File: config.mk
export PLATFORM = sky130hd
export DESIGN_NAME = wg_dispatch_sched
export DESIGN_NICKNAME = d
export VERILOG_FILES = /design/src/rtl/wg_dispatch_sched.sv
export SDC_FILE = /design/constraint.sdc
export NUM_CORES = 1
export LEC_CHECK = 0
export CAP_MARGIN = 0
export CORE_MARGIN = 5
export CORE_UTILIZATION = 57
export CTS_CLUSTER_DIAMETER = 30
export CTS_CLUSTER_SIZE = 24
export DETAILED_ROUTE_END_ITERATION = 12
export GPL_TIMING_DRIVEN = 1
export PLACE_DENSITY = 0.85
export SYNTH_ARGS = -nofsm -noshare
export SYNTH_HDL_FRONTEND = slang
export SYNTH_SLANG_ARGS = --single-unit
File: constraint.sdc
create_clock -name clk -period 6.05 [get_ports clk]
set_input_delay 1.21 -clock clk [delete_from_list [all_inputs] [get_ports clk]]
set_output_delay 1.21 -clock clk [all_outputs]
set_load 0.01 [all_outputs]
File: src/rtl/wg_dispatch_sched.sv
module wg_dispatch_sched #(
  parameter int NK = 4,
  parameter int DW = 3
) (
  input  logic              clk,
  input  logic              rst_n,
  input  logic              launch_valid,
  input  logic [$clog2(NK)-1:0] launch_kid,
  input  logic [DW-1:0]     launch_n0,
  input  logic [DW-1:0]     launch_n1,
  input  logic [DW-1:0]     launch_n2,
  input  logic              launch_notify,
  output logic              disp_valid,
  input  logic              disp_accept,
  output logic [$clog2(NK)-1:0] disp_kid,
  output logic [DW-1:0]     disp_wg0,
  output logic [DW-1:0]     disp_wg1,
  output logic [DW-1:0]     disp_wg2,
  output logic [3*DW-1:0]   disp_gid,
  input  logic              wgdone_valid,
  input  logic [$clog2(NK)-1:0] wgdone_kid,
  output logic              kdone_valid,
  output logic [$clog2(NK)-1:0] kdone_kid,
  output logic [NK-1:0]     notify,
  output logic [$clog2(NK):0] outstanding,
  output logic              host_wake
);
  localparam int KW = $clog2(NK);
  localparam int GW = 3 * DW;
  localparam int CW = KW + 1;

  logic [DW-1:0] n0_q [NK];
  logic [DW-1:0] n1_q [NK];
  logic [DW-1:0] n2_q [NK];
  logic [DW-1:0] i0_q [NK];
  logic [DW-1:0] i1_q [NK];
  logic [DW-1:0] i2_q [NK];
  logic [GW-1:0] gid_q [NK];
  logic [GW-1:0] tot_q [NK];
  logic [GW-1:0] cmp_q [NK];
  logic [NK-1:0] rem_q, nen_q;
  logic [KW-1:0] fifo_q [NK];
  logic [KW-1:0] head_q;
  logic [CW-1:0] cnt_q, fail_q;
  logic          run_q, pend_q, seen_q;

  wire [KW-1:0] cur  = fifo_q[head_q];
  wire [KW-1:0] tail = head_q + cnt_q[KW-1:0];
  wire busy     = run_q && !launch_valid && (cnt_q > fail_q);
  wire pass_end = run_q && !launch_valid && (cnt_q <= fail_q);
  wire start    = !run_q && pend_q;

  wire wrap0 = (i0_q[cur] + 1'b1) == n0_q[cur];
  wire wrap1 = (i1_q[cur] + 1'b1) == n1_q[cur];
  wire wrap2 = (i2_q[cur] + 1'b1) == n2_q[cur];
  wire last  = wrap0 && wrap1 && wrap2;

  assign disp_valid = busy && rem_q[cur];
  assign disp_kid   = cur;
  assign disp_wg0   = i0_q[cur];
  assign disp_wg1   = i1_q[cur];
  assign disp_wg2   = i2_q[cur];
  assign disp_gid   = gid_q[cur];

  wire take   = disp_valid && disp_accept;
  wire refuse = disp_valid && !disp_accept;
  wire drop   = (busy && !rem_q[cur]) || (take && last);

  wire [GW-1:0] cmp_inc = cmp_q[wgdone_kid] + 1'b1;
  wire fin = wgdone_valid && (cmp_inc == tot_q[wgdone_kid]);

  always_ff @(posedge clk) begin
    if (!rst_n) begin
      run_q <= 1'b0; pend_q <= 1'b0; seen_q <= 1'b0;
      head_q <= '0; cnt_q <= '0; fail_q <= '0;
      kdone_valid <= 1'b0; kdone_kid <= '0;
      outstanding <= '0; host_wake <= 1'b0;
      for (int k = 0; k < NK; k++) fifo_q[k] <= '0;
    end else begin
      pend_q <= launch_valid || wgdone_valid || (pend_q && !start);
      if (start) begin
        run_q  <= 1'b1;
        fail_q <= '0;
      end else if (pass_end) begin
        run_q <= 1'b0;
      end
      if (launch_valid) begin
        fifo_q[tail] <= launch_kid;
        cnt_q        <= cnt_q + 1'b1;
      end else if (refuse) begin
        fifo_q[tail] <= cur;
        head_q       <= head_q + 1'b1;
        fail_q       <= fail_q + 1'b1;
      end else if (drop) begin
        head_q <= head_q + 1'b1;
        cnt_q  <= cnt_q - 1'b1;
      end
      host_wake   <= pass_end && seen_q;
      seen_q      <= fin || (seen_q && !pass_end);
      kdone_valid <= fin;
      if (fin) kdone_kid <= wgdone_kid;
      case ({launch_valid, fin})
        2'b10:   outstanding <= outstanding + 1'b1;
        2'b01:   outstanding <= outstanding - 1'b1;
        default: ;
      endcase
    end
  end

  always_ff @(posedge clk) begin
    if (!rst_n) begin
      rem_q <= '0; nen_q <= '0; notify <= '0;
      for (int k = 0; k < NK; k++) begin
        n0_q[k] <= '0; n1_q[k] <= '0; n2_q[k] <= '0;
        i0_q[k] <= '0; i1_q[k] <= '0; i2_q[k] <= '0;
        gid_q[k] <= '0; tot_q[k] <= '0; cmp_q[k] <= '0;
      end
    end else begin
      for (int k = 0; k < NK; k++) begin
        if (launch_valid && launch_kid == KW'(k)) begin
          n0_q[k] <= launch_n0; n1_q[k] <= launch_n1; n2_q[k] <= launch_n2;
          i0_q[k] <= '0; i1_q[k] <= '0; i2_q[k] <= '0;
          gid_q[k] <= '0; cmp_q[k] <= '0;
          tot_q[k] <= GW'(launch_n0) * GW'(launch_n1) * GW'(launch_n2);
          rem_q[k] <= 1'b1;
          nen_q[k] <= launch_notify;
          notify[k] <= 1'b0;
        end else begin
          if (take && cur == KW'(k)) begin
            gid_q[k] <= gid_q[k] + 1'b1;
            i0_q[k]  <= wrap0 ? '0 : i0_q[k] + 1'b1;
            if (wrap0) i1_q[k] <= wrap1 ? '0 : i1_q[k] + 1'b1;
            if (wrap0 && wrap1) i2_q[k] <= wrap2 ? '0 : i2_q[k] + 1'b1;
            if (last) rem_q[k] <= 1'b0;
          end
          if (wgdone_valid && wgdone_kid == KW'(k)) begin
            cmp_q[k] <= cmp_inc;
            if (fin) notify[k] <= nen_q[k];
          end
        end
      end
    end
  end


  fail_bound_chk: assert property (@(posedge clk) disable iff (!rst_n)
    fail_q <= cnt_q);

  outstanding_cap_chk: assert property (@(posedge clk) disable iff (!rst_n)
    outstanding <= CW'(NK));

  wg_range_chk: assert property (@(posedge clk) disable iff (!rst_n)
    disp_valid |-> (disp_wg0 < n0_q[disp_kid] && disp_wg1 < n1_q[disp_kid]
                    && disp_wg2 < n2_q[disp_kid]));

  gid_range_chk: assert property (@(posedge clk) disable iff (!rst_n)
    disp_valid |-> disp_gid < tot_q[disp_kid]);

  done_cause_chk: assert property (@(posedge clk) disable iff (!rst_n)
    kdone_valid |-> $past(wgdone_valid));

  wake_idle_chk: assert property (@(posedge clk) disable iff (!rst_n)
    host_wake |-> !run_q && !disp_valid);

  launch_stall_chk: assert property (@(posedge clk) disable iff (!rst_n)
    launch_valid |-> !disp_valid);
endmodule

==> impl_results.md <==
* Status: completed
* Post-synth top flop: edfxtp_1
* CORE AREA at 20100 um^2
* Post-synthesis sequential area ratio at 54.4%
* # port buffers at 50
* Post-CTS resize count at 0
* # diodes at 0
* Hpwl dp at 17700 um
* Area grow syn2layout at 19.8%
* Root Driver: clkbuf_16
* Site Rows at 52
* Logic pwr share at 11.4%
* Initial antenna violation count at 0
* Final hold slack at 0.474 ns
* Synth cell count leaders: 188 x edfxtp_1, 163 x nor2_1, 63 x and2_1
* CP Capture Type: flop
* Post-Syn Nets at 1034
* Pre-CTS WS at 0.330 ns
* Vias in the first global route at 8185
* Final Worst Setup Slack at 0.664 ns
* Worst-skew pair later-pin latency at 0.52 ns
* Most frequent CP cell: xor2_1
* Crit path max-delay family: simple AND/OR/NAND/NOR gates
* Final ANT Viol Nets at 0
* Synth area leaders: edfxtp_1 49%, mux4_2 6.6%, dfxtp_1 5.5%
* Internal power at 0.00369 W
* Number of clock buffers inserted by TritonCTS at 41
* Unrepaired setup endpoints after global routing: false
* Register bit total from synthesis at 220
* Async SR Flop Fraction at 0%
* Period utilization at 89.0%
* Share of post-route cells with drive strength above 1 at 11.9%
* Critical path required time at 6.48 ns
* Final setup vio count at 0
* Gate Count Post-Synth at 967
* Final hold violations at 0
* Tightest Pin Transition at 1.12 ns
* Clk sinks at 220
* Area share of the largest cell type after synthesis at 48.9%
* Total net switching power at 0.00113 W
* First-pass GRT wire length at 43000 um
* Largest net degree at the start of global routing at 31
* Setup bufs post-CTS at 0
* CP max stage cell: clkdlybuf4s50_1
* Worst vdd ir at 224 uV
* Syn avg cell area at 11.9 um^2
* Routed via count at 7874
* Worst relative slew slack at 24.5%
* Iteration-0 DRC Markers at 668
* Critical Path AT at 5.82 ns
* Clock Skew at 0.0292 ns
* Fin. max-slew vios at 0
* Hold WC Path Type: flop to flop
* Clock transition at path regs at 0.05 ns
* Final core occ at 68.8%
* Max stage delay on crit path at 0.71 ns
* Crit-path cells: clkdlybuf4s50_1 -> buf_12 -> mux4_2 -> and4_1 -> nand4_1 -> xor2_1 -> xnor2_1 -> nor3_1 -> ha_1 -> inv_1 -> fa_1 -> xor2_1 -> or3_1 -> a21oi_1
* Final wirelength at 26400 um
* Leading area contributor after synthesis: edfxtp_1
* # hold bufs at CTS at 0
* Max Fclk at 0.186 GHz
* Switching part of the total at 23.5%
* Area post-placement at 12300 um^2
* GPL Wtd Cong at 0.857
* H-tree levels at 2
* First-pass DRT Iterations at 5
* Longest Clk Path Bufs at 3
* Kind of critical path: input pin to flop
* Grt ovf at 0
* WP buf/inv at 3
* Max Cap Violations at 0
* Setup TNS Final at 0 ns
* Gr usage total at 22.8%
* Top Ports at 51
* CTS tree: yes
* EDFF count, synth at 188
* Post-Layout Inst Area at 13800 um^2
* Routed length per instance at 19.8 um
* Starting Density at 57.5%
* Mapped Area at 11600 um^2
* Height of the die at 152 um
* Leakage at 5.28 nW
* Die width at 152 um
* Number of warning messages in the yosys log at 0
* Vias/cell at 5.88
* Crit path launch type: input pin
* PD cells at 349 nW/um^2
* Reg power frac at 37.1%
* Final #Nets at 1103
* Cell variety after synth at 52
* Final min period at 5.39 ns
* Residual DRC at 0
* Top-count cell post-synth: edfxtp_1
* Clk pwr share at 51.6%
* Crit Path Max Fanout at 22
* Die area at 23200 um^2
==> cell usage in the layout (no fill, tap or decap), types with 5 or more instances in the layout <==
cell and n:
edfxtp_1 188, nor2_1 163, and2_1 63, nand2_1 61, clkdlybuf4s50_1 50, inv_1 46, mux2i_1 44, clkbuf_16 41
ha_1 39, xor2_1 37, mux4_2 35, nand3_1 34, xnor2_1 32, dfxtp_1 32, o21ai_0 16, a21oi_1 16
and3_1 14, buf_4 14, or3_1 13, bufinv_16 11, nand4_1 10, nor3_1 10, fa_1 9, nand2b_1 8
or2_2 5, clkbuf_1 5
==> power groups by stage <==
stage | sequential (W) | clock, W | combinational (W)
2_1_floorplan | 0.00180 | 0 | 0.000380
3_3_place_gp | 0.00181 | 0 | 0.000522
3_5_place_dp | 0.00182 | 0 | 0.000538
4_1_cts | 0.00179 | 0.00251 | 0.000547
5_1_grt | 0.00180 | 0.00259 | 0.000599
6_report | 0.00179 | 0.00249 | 0.000549
==> sequential cells by signal (all words and copies together) (netlist names), 8 cells and up, named ones only <==
| register | count |
|---|---|
| i0_q | 12 |
| fifo_q | 8 |
| i1_q | 12 |
| gid_q | 36 |
| n0_q | 12 |
| i2_q | 12 |
| tot_q | 36 |
| cmp_q | 36 |
| n1_q | 12 |
| n2_q | 12 |
==> per-stage QoR <==
step           power [W]  cells
6_report         0.00483   1338
2_1_floorplan    0.00218    967
3_5_place_dp     0.00235   1263
5_1_grt          0.00498   1338
3_3_place_gp     0.00233   1263
4_1_cts          0.00485   1338
==> cell type report <==
type / instances / area, um^2
Clock inverter: 29 / 458
Multi-Input combinational cell: 661 / 4910
Inverter: 47 / 176
Tap cell: 270 / 338
Sequential cell: 220 / 6290
Timing Repair Buffer: 65 / 626
Clock buffer: 46 / 1040
Fill cell: 1325 / 6260
==> routing by layer <==
| layer | vias up | wire length (um) | GRT usage (%) |
|---|---|---|---|
| li1 | 3594 | - | - |
| met1 | 3863 | 10400 | 29.3 |
| met2 | 341 | 13100 | 38.8 |
| met3 | 76 | 1950 | 4.37 |
| met4 | 0 | 940 | 8.73 |
| met5 | - | 0 | 0 |
==> cell families after synthesis <==
| kind of cell | after synthesis | share of synthesized area (%) |
|---|---|---|
| AO/OA/AOI/OAI | 62 | 3.37 |
| AND/OR/NAND/NOR | 398 | 16.5 |
| XOR/XNOR | 74 | 6.25 |
| buffers and inverters | 86 | 3.03 |
| adder cells (fa/ha/maj) | 48 | 5.78 |
| flip-flops | 220 | 54.4 |
| multiplexers | 79 | 10.7 |
==> final timing paths <==
path	from	end	slack [ns]	cells past startpoint
hold / removal	seen_q	seen_q	0.47	2
hold reg to reg	seen_q	seen_q	0.47	2
setup reg to reg	flop	head_q[1]	1.59	9
setup / recovery	wgdone_kid[0]	outstanding[2]	0.66	14
==> worst reg2reg max path: cells and delay by family (launching register included) <==
kind	cells	cell delay, ns
compound gates	1	0.46
flops	1	0.38
xor+xnor	1	0.42
fa+ha+maj	1	0.27
mux	4	1.97
simple gates	2	0.85
(Power assumes the default switching activity.)
